**config.mk**
```make
export PLATFORM = sky130hd
export DESIGN_NAME = gpio_data_port
export DESIGN_NICKNAME = d
export VERILOG_FILES = /design/src/rtl/gpio_port_pkg.sv /design/src/rtl/gpio_addr_dec.sv /design/src/rtl/gpio_out_reg.sv /design/src/rtl/gpio_in_sync.sv /design/src/rtl/gpio_data_port.sv
export SDC_FILE = /design/constraint.sdc
export NUM_CORES = 1
export LEC_CHECK = 0
export BUFFER_PORTS_ARGS = -buffer_cell sky130_fd_sc_hd__buf_2
export CAP_MARGIN = 20
export CORE_MARGIN = 2
export CORE_UTILIZATION = 35
export DETAILED_ROUTE_END_ITERATION = 10
export MAX_ROUTING_LAYER = met4
export PLACE_DENSITY = 0.67
export SYNTH_ARGS = -nofsm -noshare
export SYNTH_HDL_FRONTEND = slang
export SYNTH_SLANG_ARGS = --single-unit
```
**constraint.sdc**
```tcl
create_clock -name clk -period 1.7 [get_ports clk]
set_input_delay 0.34 -clock clk [delete_from_list [all_inputs] [get_ports clk]]
set_output_delay 0.34 -clock clk [all_outputs]
set_load 0.005 [all_outputs]
```
**src/rtl/gpio_port_pkg.sv**
```systemverilog
package gpio_port_pkg;
  // Register offsets; fixed because software depends on them.
  localparam int unsigned OFS_DATA = 'h00;
  localparam int unsigned OFS_SET  = 'h04;
  localparam int unsigned OFS_CLR  = 'h08;
  localparam int unsigned OFS_TOG  = 'h0C;
  localparam int unsigned OFS_PINS = 'h10;

  typedef enum logic [2:0] {
    ACC_DATA,
    ACC_SET,
    ACC_CLR,
    ACC_TOG,
    ACC_PINS,
    ACC_NONE
  } acc_e;
endpackage

```
**src/rtl/gpio_addr_dec.sv**
```systemverilog
module gpio_addr_dec
  import gpio_port_pkg::*;
#(
  parameter int ADDR_W = 8
) (
  input  logic [ADDR_W-1:0] addr,
  output acc_e              acc
);
  always_comb begin
    if      (addr == ADDR_W'(OFS_DATA)) acc = ACC_DATA;
    else if (addr == ADDR_W'(OFS_SET))  acc = ACC_SET;
    else if (addr == ADDR_W'(OFS_CLR))  acc = ACC_CLR;
    else if (addr == ADDR_W'(OFS_TOG))  acc = ACC_TOG;
    else if (addr == ADDR_W'(OFS_PINS)) acc = ACC_PINS;
    else                                acc = ACC_NONE;
  end
endmodule

```
**src/rtl/gpio_out_reg.sv**
```systemverilog
module gpio_out_reg
  import gpio_port_pkg::*;
#(
  parameter int W = 32
) (
  input  logic         clk,
  input  logic         rst_n,
  input  logic         we,
  input  acc_e         acc,
  input  logic [W-1:0] wdata,
  output logic [W-1:0] q
);
  logic [W-1:0] nxt;

  always_comb begin
    nxt = q;
    if (we) begin
      case (acc)
        ACC_DATA: nxt = wdata;
        ACC_SET:  nxt = q | wdata;
        ACC_CLR:  nxt = q & ~wdata;
        ACC_TOG:  nxt = q ^ wdata;
        default:  nxt = q;
      endcase
    end
  end

  always_ff @(posedge clk) begin
    if (!rst_n) q <= '0;
    else        q <= nxt;
  end

  AST_DATA_LOAD: assert property (@(posedge clk) disable iff (!rst_n)
    (we && acc == ACC_DATA) |=> (q == $past(wdata)));
  AST_SET_ONES: assert property (@(posedge clk) disable iff (!rst_n)
    (we && acc == ACC_SET) |=> (((q & $past(wdata)) == $past(wdata)) &&
                                ((q & ~$past(wdata)) == ($past(q) & ~$past(wdata)))));
  AST_CLR_ONES: assert property (@(posedge clk) disable iff (!rst_n)
    (we && acc == ACC_CLR) |=> (((q & $past(wdata)) == '0) &&
                                ((q & ~$past(wdata)) == ($past(q) & ~$past(wdata)))));
  AST_TOG_ONES: assert property (@(posedge clk) disable iff (!rst_n)
    (we && acc == ACC_TOG) |=> ((q ^ $past(q)) == $past(wdata)));
  AST_IGNORED_WR: assert property (@(posedge clk) disable iff (!rst_n)
    (acc == ACC_PINS || acc == ACC_NONE || !we) |=> $stable(q));
endmodule

```
**src/rtl/gpio_in_sync.sv**
```systemverilog
module gpio_in_sync #(
  parameter int W      = 32,
  parameter int STAGES = 2
) (
  input  logic         clk,
  input  logic         rst_n,
  input  logic [W-1:0] d,
  output logic [W-1:0] q
);
  logic [STAGES-1:0][W-1:0] st;
  logic warm;

  always_ff @(posedge clk) begin
    if (!rst_n) warm <= 1'b0;
    else        warm <= 1'b1;
  end

  generate
    for (genvar k = 0; k < STAGES; k++) begin : g_stage
      if (k == 0) begin : g_first
        always_ff @(posedge clk) begin
          if (!rst_n) st[0] <= '0;
          else        st[0] <= d;
        end
        AST_SYNC_FIRST: assert property (@(posedge clk) disable iff (!rst_n)
          warm |-> (st[0] == $past(d)));
      end else begin : g_next
        always_ff @(posedge clk) begin
          if (!rst_n) st[k] <= '0;
          else        st[k] <= st[k-1];
        end
        AST_SYNC_CHAIN: assert property (@(posedge clk) disable iff (!rst_n)
          warm |-> (st[k] == $past(st[k-1])));
      end
    end
  endgenerate

  assign q = st[STAGES-1];
endmodule

```
**src/rtl/gpio_data_port.sv**
```systemverilog
module gpio_data_port
  import gpio_port_pkg::*;
#(
  parameter int NPINS       = 32,
  parameter int ADDR_W      = 8,
  parameter int SYNC_STAGES = 2
) (
  input  logic              clk,
  input  logic              rst_n,
  input  logic [ADDR_W-1:0] bus_addr,
  input  logic [NPINS-1:0]  bus_wdata,
  input  logic              bus_wr,
  output logic [NPINS-1:0]  bus_rdata,
  output logic [NPINS-1:0]  pin_out,
  input  logic [NPINS-1:0]  pin_in
);
  acc_e             acc;
  logic [NPINS-1:0] pins_sync;

  gpio_addr_dec #(.ADDR_W(ADDR_W)) u_dec (
    .addr (bus_addr),
    .acc  (acc)
  );

  gpio_out_reg #(.W(NPINS)) u_out (
    .clk   (clk),
    .rst_n (rst_n),
    .we    (bus_wr),
    .acc   (acc),
    .wdata (bus_wdata),
    .q     (pin_out)
  );

  gpio_in_sync #(.W(NPINS), .STAGES(SYNC_STAGES)) u_sync (
    .clk   (clk),
    .rst_n (rst_n),
    .d     (pin_in),
    .q     (pins_sync)
  );

  always_comb begin
    case (acc)
      ACC_DATA: bus_rdata = pin_out;
      ACC_PINS: bus_rdata = pins_sync;
      default:  bus_rdata = '0;
    endcase
  end

  AST_ALIAS_READ_ZERO: assert property (@(posedge clk) disable iff (!rst_n)
    (bus_addr == ADDR_W'(OFS_SET) || bus_addr == ADDR_W'(OFS_CLR) ||
     bus_addr == ADDR_W'(OFS_TOG)) |-> (bus_rdata == '0));
  AST_DATA_READBACK: assert property (@(posedge clk) disable iff (!rst_n)
    (bus_addr == ADDR_W'(OFS_DATA)) |-> (bus_rdata == pin_out));
endmodule

```
Word level (Yosys, flattened, before mapping)
Index checks and enable logic that the tools add are counted.
W data, S select, Z words.
{"block": "word_totals", "ff_bits": 96, "input_bits": 75, "elab_cells": 26}
{"block": "op_classes", "eq_ne": 8, "muxes": 7, "bitwise_logic": 4, "reduce_logical": 4}
{"cell": "$pmux W32 S4", "n": 1}
{"cell": "$pmux W32 S2", "n": 1}
{"cell": "$and A32 B32 Y32", "n": 1}
{"cell": "$not A32 Y32", "n": 1}
{"cell": "$or A32 B32 Y32", "n": 1}
{"cell": "$xor A32 B32 Y32", "n": 1}
{"cell": "$eq A8 B4 Y1 const B", "n": 2}
{"cell": "$mux W3", "n": 4}
{"cell": "$eq A8 B3 Y1 const B", "n": 1}
{"cell": "$eq A8 B5 Y1 const B", "n": 1}
{"cell": "$logic_not A8 Y1", "n": 1}
{"cell": "$eq A3 B2 Y1 const B", "n": 2}
{"cell": "$reduce_bool A4 Y1", "n": 1}
{"cell": "$eq A3 B1 Y1 const B", "n": 1}
{"cell": "$eq A3 B3 Y1 const B", "n": 1}
{"cell": "$logic_not A3 Y1", "n": 1}
{"cell": "$reduce_and A2 Y1", "n": 1}
{"cell": "$mux W1", "n": 1}

Logic depth before layout (Yosys ltp)
Gate-level depths: netlist of run 1.
{"block": "logic_depth", "word_depth": 9, "ltp_mapped": 7}

Cells and area by module
From an unflattened synthesis of run 1, not the netlist that was laid out.
{"block": "hier_totals", "hier_cells": 559, "area_unflattened_um2": 5651.7}
{"module": "gpio_out_reg", "instances": 1, "cells_each": 314, "area_per_inst_um2": 3062.9, "seq_area_each_um2": 640.6}
{"module": "gpio_in_sync", "instances": 1, "cells_each": 166, "area_per_inst_um2": 2031.9, "seq_area_each_um2": 1281.2}
{"module": "gpio_data_port", "instances": 1, "cells_each": 73, "area_per_inst_um2": 515.5, "seq_area_each_um2": 0.0}
{"module": "gpio_addr_dec", "instances": 1, "cells_each": 6, "area_per_inst_um2": 41.3, "seq_area_each_um2": 0.0}

Worst setup path after synthesis of run 1
Ideal clock, no wire load.
{"block": "synth_path", "path_type": "input port to output port", "from": "in bus_addr[3]", "to": "out bus_rdata[1]", "arrival_ps": 1195, "slack_ps": 165, "path_stages": 7, "path_buffers": 3, "path_cell_list": "buf_2 -> nor2_1 -> and4_1 -> buf_2 -> buf_4 -> nand2_1 -> o21ai_1"}
{"block": "synth_via", "elab_chain_cells": 8}
{"element": "from (decl)", "line": "gpio_data_port.sv:10", "text": "input logic [ADDR_W-1:0] bus_addr,"}
{"element": "$eq A8 B5 Y1", "line": "gpio_addr_dec.sv:14", "text": "else if (addr == ADDR_W'(OFS_PINS)) acc = ACC_PINS;"}
{"element": "$mux W1", "line": "gpio_addr_dec.sv:14"}
{"element": "$mux W3", "line": "gpio_addr_dec.sv:13", "text": "else if (addr == ADDR_W'(OFS_TOG)) acc = ACC_TOG;"}
{"element": "$mux W3", "line": "gpio_addr_dec.sv:12", "text": "else if (addr == ADDR_W'(OFS_CLR)) acc = ACC_CLR;"}
{"element": "$mux W3", "line": "gpio_addr_dec.sv:11", "text": "else if (addr == ADDR_W'(OFS_SET)) acc = ACC_SET;"}
{"element": "$mux W3 (*)", "line": "gpio_addr_dec.sv:10", "text": "if (addr == ADDR_W'(OFS_DATA)) acc = ACC_DATA;"}
{"element": "$eq A3 B3 Y1 / $logic_not A3 Y1 (equally long branches)", "line": "gpio_data_port.sv:42", "text": "case (acc)"}
{"element": "$pmux W32 S2 (*)", "line": "gpio_data_port.sv:42"}
{"element": "to (decl)", "line": "gpio_data_port.sv:13", "text": "output logic [NPINS-1:0] bus_rdata,"}
Mark *: on every way between the ends. The rest lies on a longest branch, timed or not.

Worst setup path after layout of run 1
{"block": "layout_path", "from": "in bus_addr[3]", "to": "out bus_rdata[9]"}
Same word-level chain as after synthesis.

==> results of run 1 <==
-- final timing paths --
path / to / slack, ns / cells after the start
hold / removal: u_sync.st[4]$_SDFF_PN0_ / 0.19 / 2
setup / recovery: bus_rdata[9] / -0.02 / 7
hold reg to reg: u_sync.q[19]$_SDFF_PN0_ / 0.43 / 1
setup reg to reg: u_out.q[15]$_SDFFE_PN0P_ / 0.30 / 6
-- layout make-up --
class	instances	area (um^2)
fill	1386	7537
multi-input combinational	362	2669
sequential	96	1922
timing repair buffer	164	978.4
inverter	65	244.0
clock buffer	9	225.2
tap	180	225.2
clock inverter	7	80.08
-- logic make-up after synthesis --
| group | count (synthesis) | synth area share [%] |
|---|---|---|
| fa+ha+maj | 64 | 16.05 |
| flops | 96 | 38.52 |
| buf+inv | 103 | 9.303 |
| compound gates | 129 | 15.37 |
| simple gates | 137 | 14.34 |
| mux | 32 | 6.419 |
-- per-layer routing --
layer	wire length, um	vias up	GRT usage (%)
met1	5912	1939	22.45
li1	-	2140	-
met3	659	14	3.183
met5	0	-	-
met2	5643	113	26.92
met4	212	0	6.818
-- flip-flops by register name, indices dropped and copies added (netlist names) --
signal	cells
u_out.q	32
u_sync.q	32
u_sync.st	32
-- power breakdown --
part           total (mW)  switching, mW  internal [mW]
clock                2.08          0.922           1.16
sequential           2.34         0.0210           2.32
combinational       0.468          0.242          0.226
-- cells in the mapped netlist --
| cell type | n |
|---|---|
| a22oi_1 | 32 |
| a31oi_1 | 1 |
| and2_1 | 64 |
| and4_1 | 1 |
| buf_2 | 11 |
| buf_4 | 3 |
| buf_6 | 6 |
| clkbuf_1 | 16 |
| clkbuf_4 | 2 |
| dfxtp_1 | 96 |
| ha_1 | 64 |
| inv_1 | 65 |
| mux2i_1 | 32 |
| nand2_1 | 65 |
| nand3_2 | 1 |
| nand4_1 | 1 |
| nor2_1 | 2 |
| nor2b_1 | 1 |
| nor3_4 | 2 |
| o21ai_0 | 28 |
| o21ai_1 | 36 |
| o22ai_1 | 32 |
-- stage by stage --
stage          TNS, ns  power (mW)  instance area, um^2  std cells
6_report       -0.1074       4.890                 6344        883
5_1_grt         -2.091       5.118                 6344        883
4_1_cts        -0.3968       4.965                 6274        880
3_5_place_dp    -5.169       2.858                 5936        863
3_3_place_gp    -4.328       2.844                 5936        863
2_1_floorplan        0       2.675                 4990        561
-- worst register-to-register path, stage by stage (launching register included) --
cell	delay, ns
dfxtp_1	0.39
inv_1	0.08
ha_1	0.29
mux2i_1	0.18
a22oi_1	0.10
o22ai_1	0.17
o21ai_1	0.07
-- repair_timing --
item / CTS / global route
setup buffers: 1 / 3
setup endpoints to repair: 32 / 32
hold buffers: 0 / 0
resized for setup: 18 / 23
pin swaps: 2 / 1
==> flow_summary.ini, run 1 <==
[sta]
max_freq_ghz = 0.5827
drv_slew = 0
setup_slack_ns = -0.01613
finalCritPeriodShare_pct = 100.9
slew_headroom_pct = 66.46
finalHoldViolCount = 0
tightest_slew_ns = 0.5031
fin_crit_ns = 1.716
rsz0062_at_grt = yes
skew_ns = 0.003549
holdWs_ns = 0.1862
setup_viol_count_final = 9

[yosys]
synth_seq_area_share_pct = 38.52
syn_area_um2 = 4990
netlist_instances = 561
yosysTopAreaCell = dfxtp_1
synth_top_area_share_pct = 38.52
synth_area_per_cell_um2 = 8.894
yosysWarnings = 0
synthTopCellsByArea = dfxtp_1 39%, ha_1 16%, and2_1 8.0%
ys_types = 22
ys_seq_elements = 96
synth_nets = 700

[detailed_routing]
wl_per_cell_um = 14.07
ant_nets = 0
drt-initial-drc-count = 171
wl_um = 12430
vias = 4206
dr.pass1.iters = 4
drc = 0
vias_per_cell = 4.763

[cts]
cts_tree = built
h-tree-depth = 3
clk_latency_ns = 0.35
clk_pin_slew_ns = 0.07
cts-root-buf = clkbuf_16
cts_buffers = 9
cts_buffer_depth = 2
cts_sinks = 96

[setup_path]
cp.arrival_ns = 1.38
setup.worst_path.class = in2out
cp-start-kind = primary input
critical_path_peak_fanout = 20
path_buf_inv = 3
cp_slowest_cell = and4_4
end_kind = primary output
cpPeakStageDelay_ns = 0.28
crit_required_ns = 1.36
cp-startpoint = bus_addr[3]
r2r-start = u_out.q[15]$_SDFFE_PN0P_
crit_chain = buf_2, nor2_2, and4_4, buf_12, nand2_1, o21ai_1, buf_2
cpMostUsedCell = buf_2
critical_path.top_delay_family = simple AND/OR/NAND/NOR gates

[finish]
final_util_pct = 45.70
n_antenna_cell = 0
nets = 837
syn2layout_area_growth_pct = 27.13
final_cell_mix = 135 x buf_2, 96 x dfxtp_1, 65 x inv_1, 65 x nand2_1
layout-drive-gt1-share_pct = 28.02
final_common_cell = buf_2

[grt]
grt_max_degree = 63
grt_antenna_before_repair = 0
grtUsageTotal_pct = 17.38
grt_pass1_wl_um = 19890
grt_pass1_vias = 4000
overflow = 0

[floorplan]
initial_utilization_pct = 35.95
fp-row-count = 43
die_w_um = 123.4
die_area_um2 = 15230
core_um2 = 13880
die_y_um = 123.4
io-pin-count = 139

[placed_design]
preCtsSetupSlack_ns = -0.1443
place_congestion = 0.7547
hpwlAfterDp_um = 8727
port_buffers = 138

[run_status]
violations = negative setup slack
run_status = finished, violations left

[pwr]
leakagePower_nw = 3.106
cellPowerDensity_nw_per_um2 = 770.9
irDropWorstVdd_uv = 400.6

[hold_path]
min_from = pin_in[4]
worstHoldPathType = in2reg

[run]
drv_cap = 0
(Power assumes the default switching activity.)
==> inputs of run 2 (changes only) <==
Settings changed: BUFFER_PORTS_ARGS -buffer_cell sky130_fd_sc_hd__buf_2 to not set, CELL_PAD_IN_SITES_DETAIL_PLACEMENT set to 0, CELL_PAD_IN_SITES_GLOBAL_PLACEMENT set to 2, DONT_BUFFER_PORTS set to 1, PLACE_DENSITY 0.67 to 0.85.
==> run 2 against run 1 <==
Effect of this change: the run now ends clean; die area unchanged; critical endpoint is now bus_rdata[26]; clock power increased by 11%; clock skew increased by 0.0011 ns; global-route usage decreased by 0.12 points; largest power group unchanged; count of clock-buffer cells in the layout unchanged; core utilization decreased by 4.3 points; via count decreased by 8.0%; register-to-register slack improved by 0.03 ns; sequential share of layout area increased by 3.1 points; hold slack got worse by 0.075 ns; sequential power about the same.
==> flow_summary.ini, run 2 (synthesis gave the netlist of run 1 again) <==
[run_status]
run_status = finished clean

[detailed_routing]
vias = 3868
vias_per_cell = 5.150
drc = 0
wl_um = 13250
ant_nets = 0
drt-initial-drc-count = 158
dr.pass1.iters = 4
wl_per_cell_um = 17.65

[floorplan]
die_w_um = 123.4
initial_utilization_pct = 35.95
die_y_um = 123.4
core_um2 = 13880
io-pin-count = 139
die_area_um2 = 15230
fp-row-count = 43

[sta]
tightest_slew_ns = 0.3260
skew_ns = 0.004691
setup_viol_count_final = 0
fin_crit_ns = 1.673
setup_tns_ns = 0
max_freq_ghz = 0.5977
finalHoldViolCount = 0
drv_slew = 0
rsz0062_at_grt = yes
holdWs_ns = 0.1108
finalCritPeriodShare_pct = 98.42
slew_headroom_pct = 78.04
setup_slack_ns = 0.02687

[setup_path]
cp-start-kind = primary input
critical_path.top_delay_family = simple AND/OR/NAND/NOR gates
setup.worst_path.class = in2out
cp_slowest_cell = and4_4
path_buf_inv = 2
crit_chain = nor3_4, and4_4, clkbuf_16, nand2_2, o21ai_2, buf_4
cpPeakStageDelay_ns = 0.33
end_kind = primary output
critical_path_peak_fanout = 8
cp.arrival_ns = 1.33
crit_required_ns = 1.36

[grt]
overflow = 0
grt_antenna_before_repair = 0
grt_pass1_wl_um = 19380
grtUsageTotal_pct = 17.26
grt_pass1_vias = 3716
grt_max_degree = 67

[cts]
clk_pin_slew_ns = 0.07
clk_latency_ns = 0.35
cts_buffers = 9
cts_tree = built
h-tree-depth = 3
cts_buffer_depth = 2
ctsHoldBuffers = 0
cts_sinks = 96
cts-root-buf = clkbuf_16

[finish]
nets = 706
n_antenna_cell = 0
layout-drive-gt1-share_pct = 12.78
fin_area_um2 = 5752
fillers = 1395
reg_top3 = u_out.q x32, u_sync.q x32, u_sync.st x32
final_common_cell = dfxtp_1
final_cell_mix = 96 x dfxtp_1, 65 x inv_1, 64 x and2_1, 64 x ha_1, 55 x nand2_1
syn2layout_area_growth_pct = 15.27

[hold_path]
worstHoldPathType = in2reg

[placed_design]
postPlaceCellArea_um2 = 5280
port_buffers = 0
place_congestion = 0.7178
preCtsSetupSlack_ns = -0.00006317
hpwlAfterDp_um = 8371

[run]
drv_cap = 0

[pwr]
power.total_mw = 4.953
leakagePower_nw = 2.574
irDropWorstVdd_uv = 565.5
cellPowerDensity_nw_per_um2 = 861.2
## run 2: changes by cell type in the layout (fill, tap and decap cells not counted), sizes merged
cell,delta
buf,-133
bufinv,+2
clkbuf,+2
clkinvlp,-2
inv,-2
clkinv,+1
## run 2: metal layers
layer | wire (um) | vias to the layer above | global-route usage [%]
met5 | 0 | - | -
met4 | 196 | 0 | 5.611
met3 | 1178 | 13 | 6.688
met2 | 6028 | 134 | 26.65
met1 | 5850 | 1842 | 20.68
li1 | - | 1879 | -
## run 2: final cells by class
cell class              instances  area (um^2)  area share, %
well taps                     180        225.2          3.916
multi-input cells             362         2703          46.99
flip-flops and latches         96         1922          33.41
clock buffers                   9        225.2          3.916
repair buffers                 33        324.1          5.634
inverters                      65        244.0          4.242
clock inverters                 6        108.9          1.893
## run 2: repair_timing
item                       CTS  global route
setup endpoints to repair    0            17
gates resized for setup      0            35
buffers inserted             0             0
## run 2: final timing paths
check	slack [ns]	endpoint	cells after the start	startpoint
min reg2reg	0.43	u_sync.q[23]$_SDFF_PN0_	1	u_sync.st[23]$_SDFF_PN0_
max	0.03	bus_rdata[26]	6	bus_addr[6]
min	0.11	u_sync.st[30]$_SDFF_PN0_	1	rst_n
max reg2reg	0.33	u_out.q[31]$_SDFFE_PN0P_	6	u_out.q[31]$_SDFFE_PN0P_
## run 2: power breakdown
part           internal (mW)  switching [mW]  total (mW)  leakage, nW
logic                  0.153           0.144       0.297         1.62
registers               2.32          0.0255        2.35        0.788
clock network           1.43           0.880        2.31        0.165
total                   3.90            1.05        4.95         2.57
## run 2: metrics by stage
step | cells | util [%]
after floorplan | 561 | -
after global placement | 733 | 38.04
after detailed placement | 733 | 38.04
after CTS | 748 | 40.45
after global routing | 751 | 41.44
final | 751 | 41.44
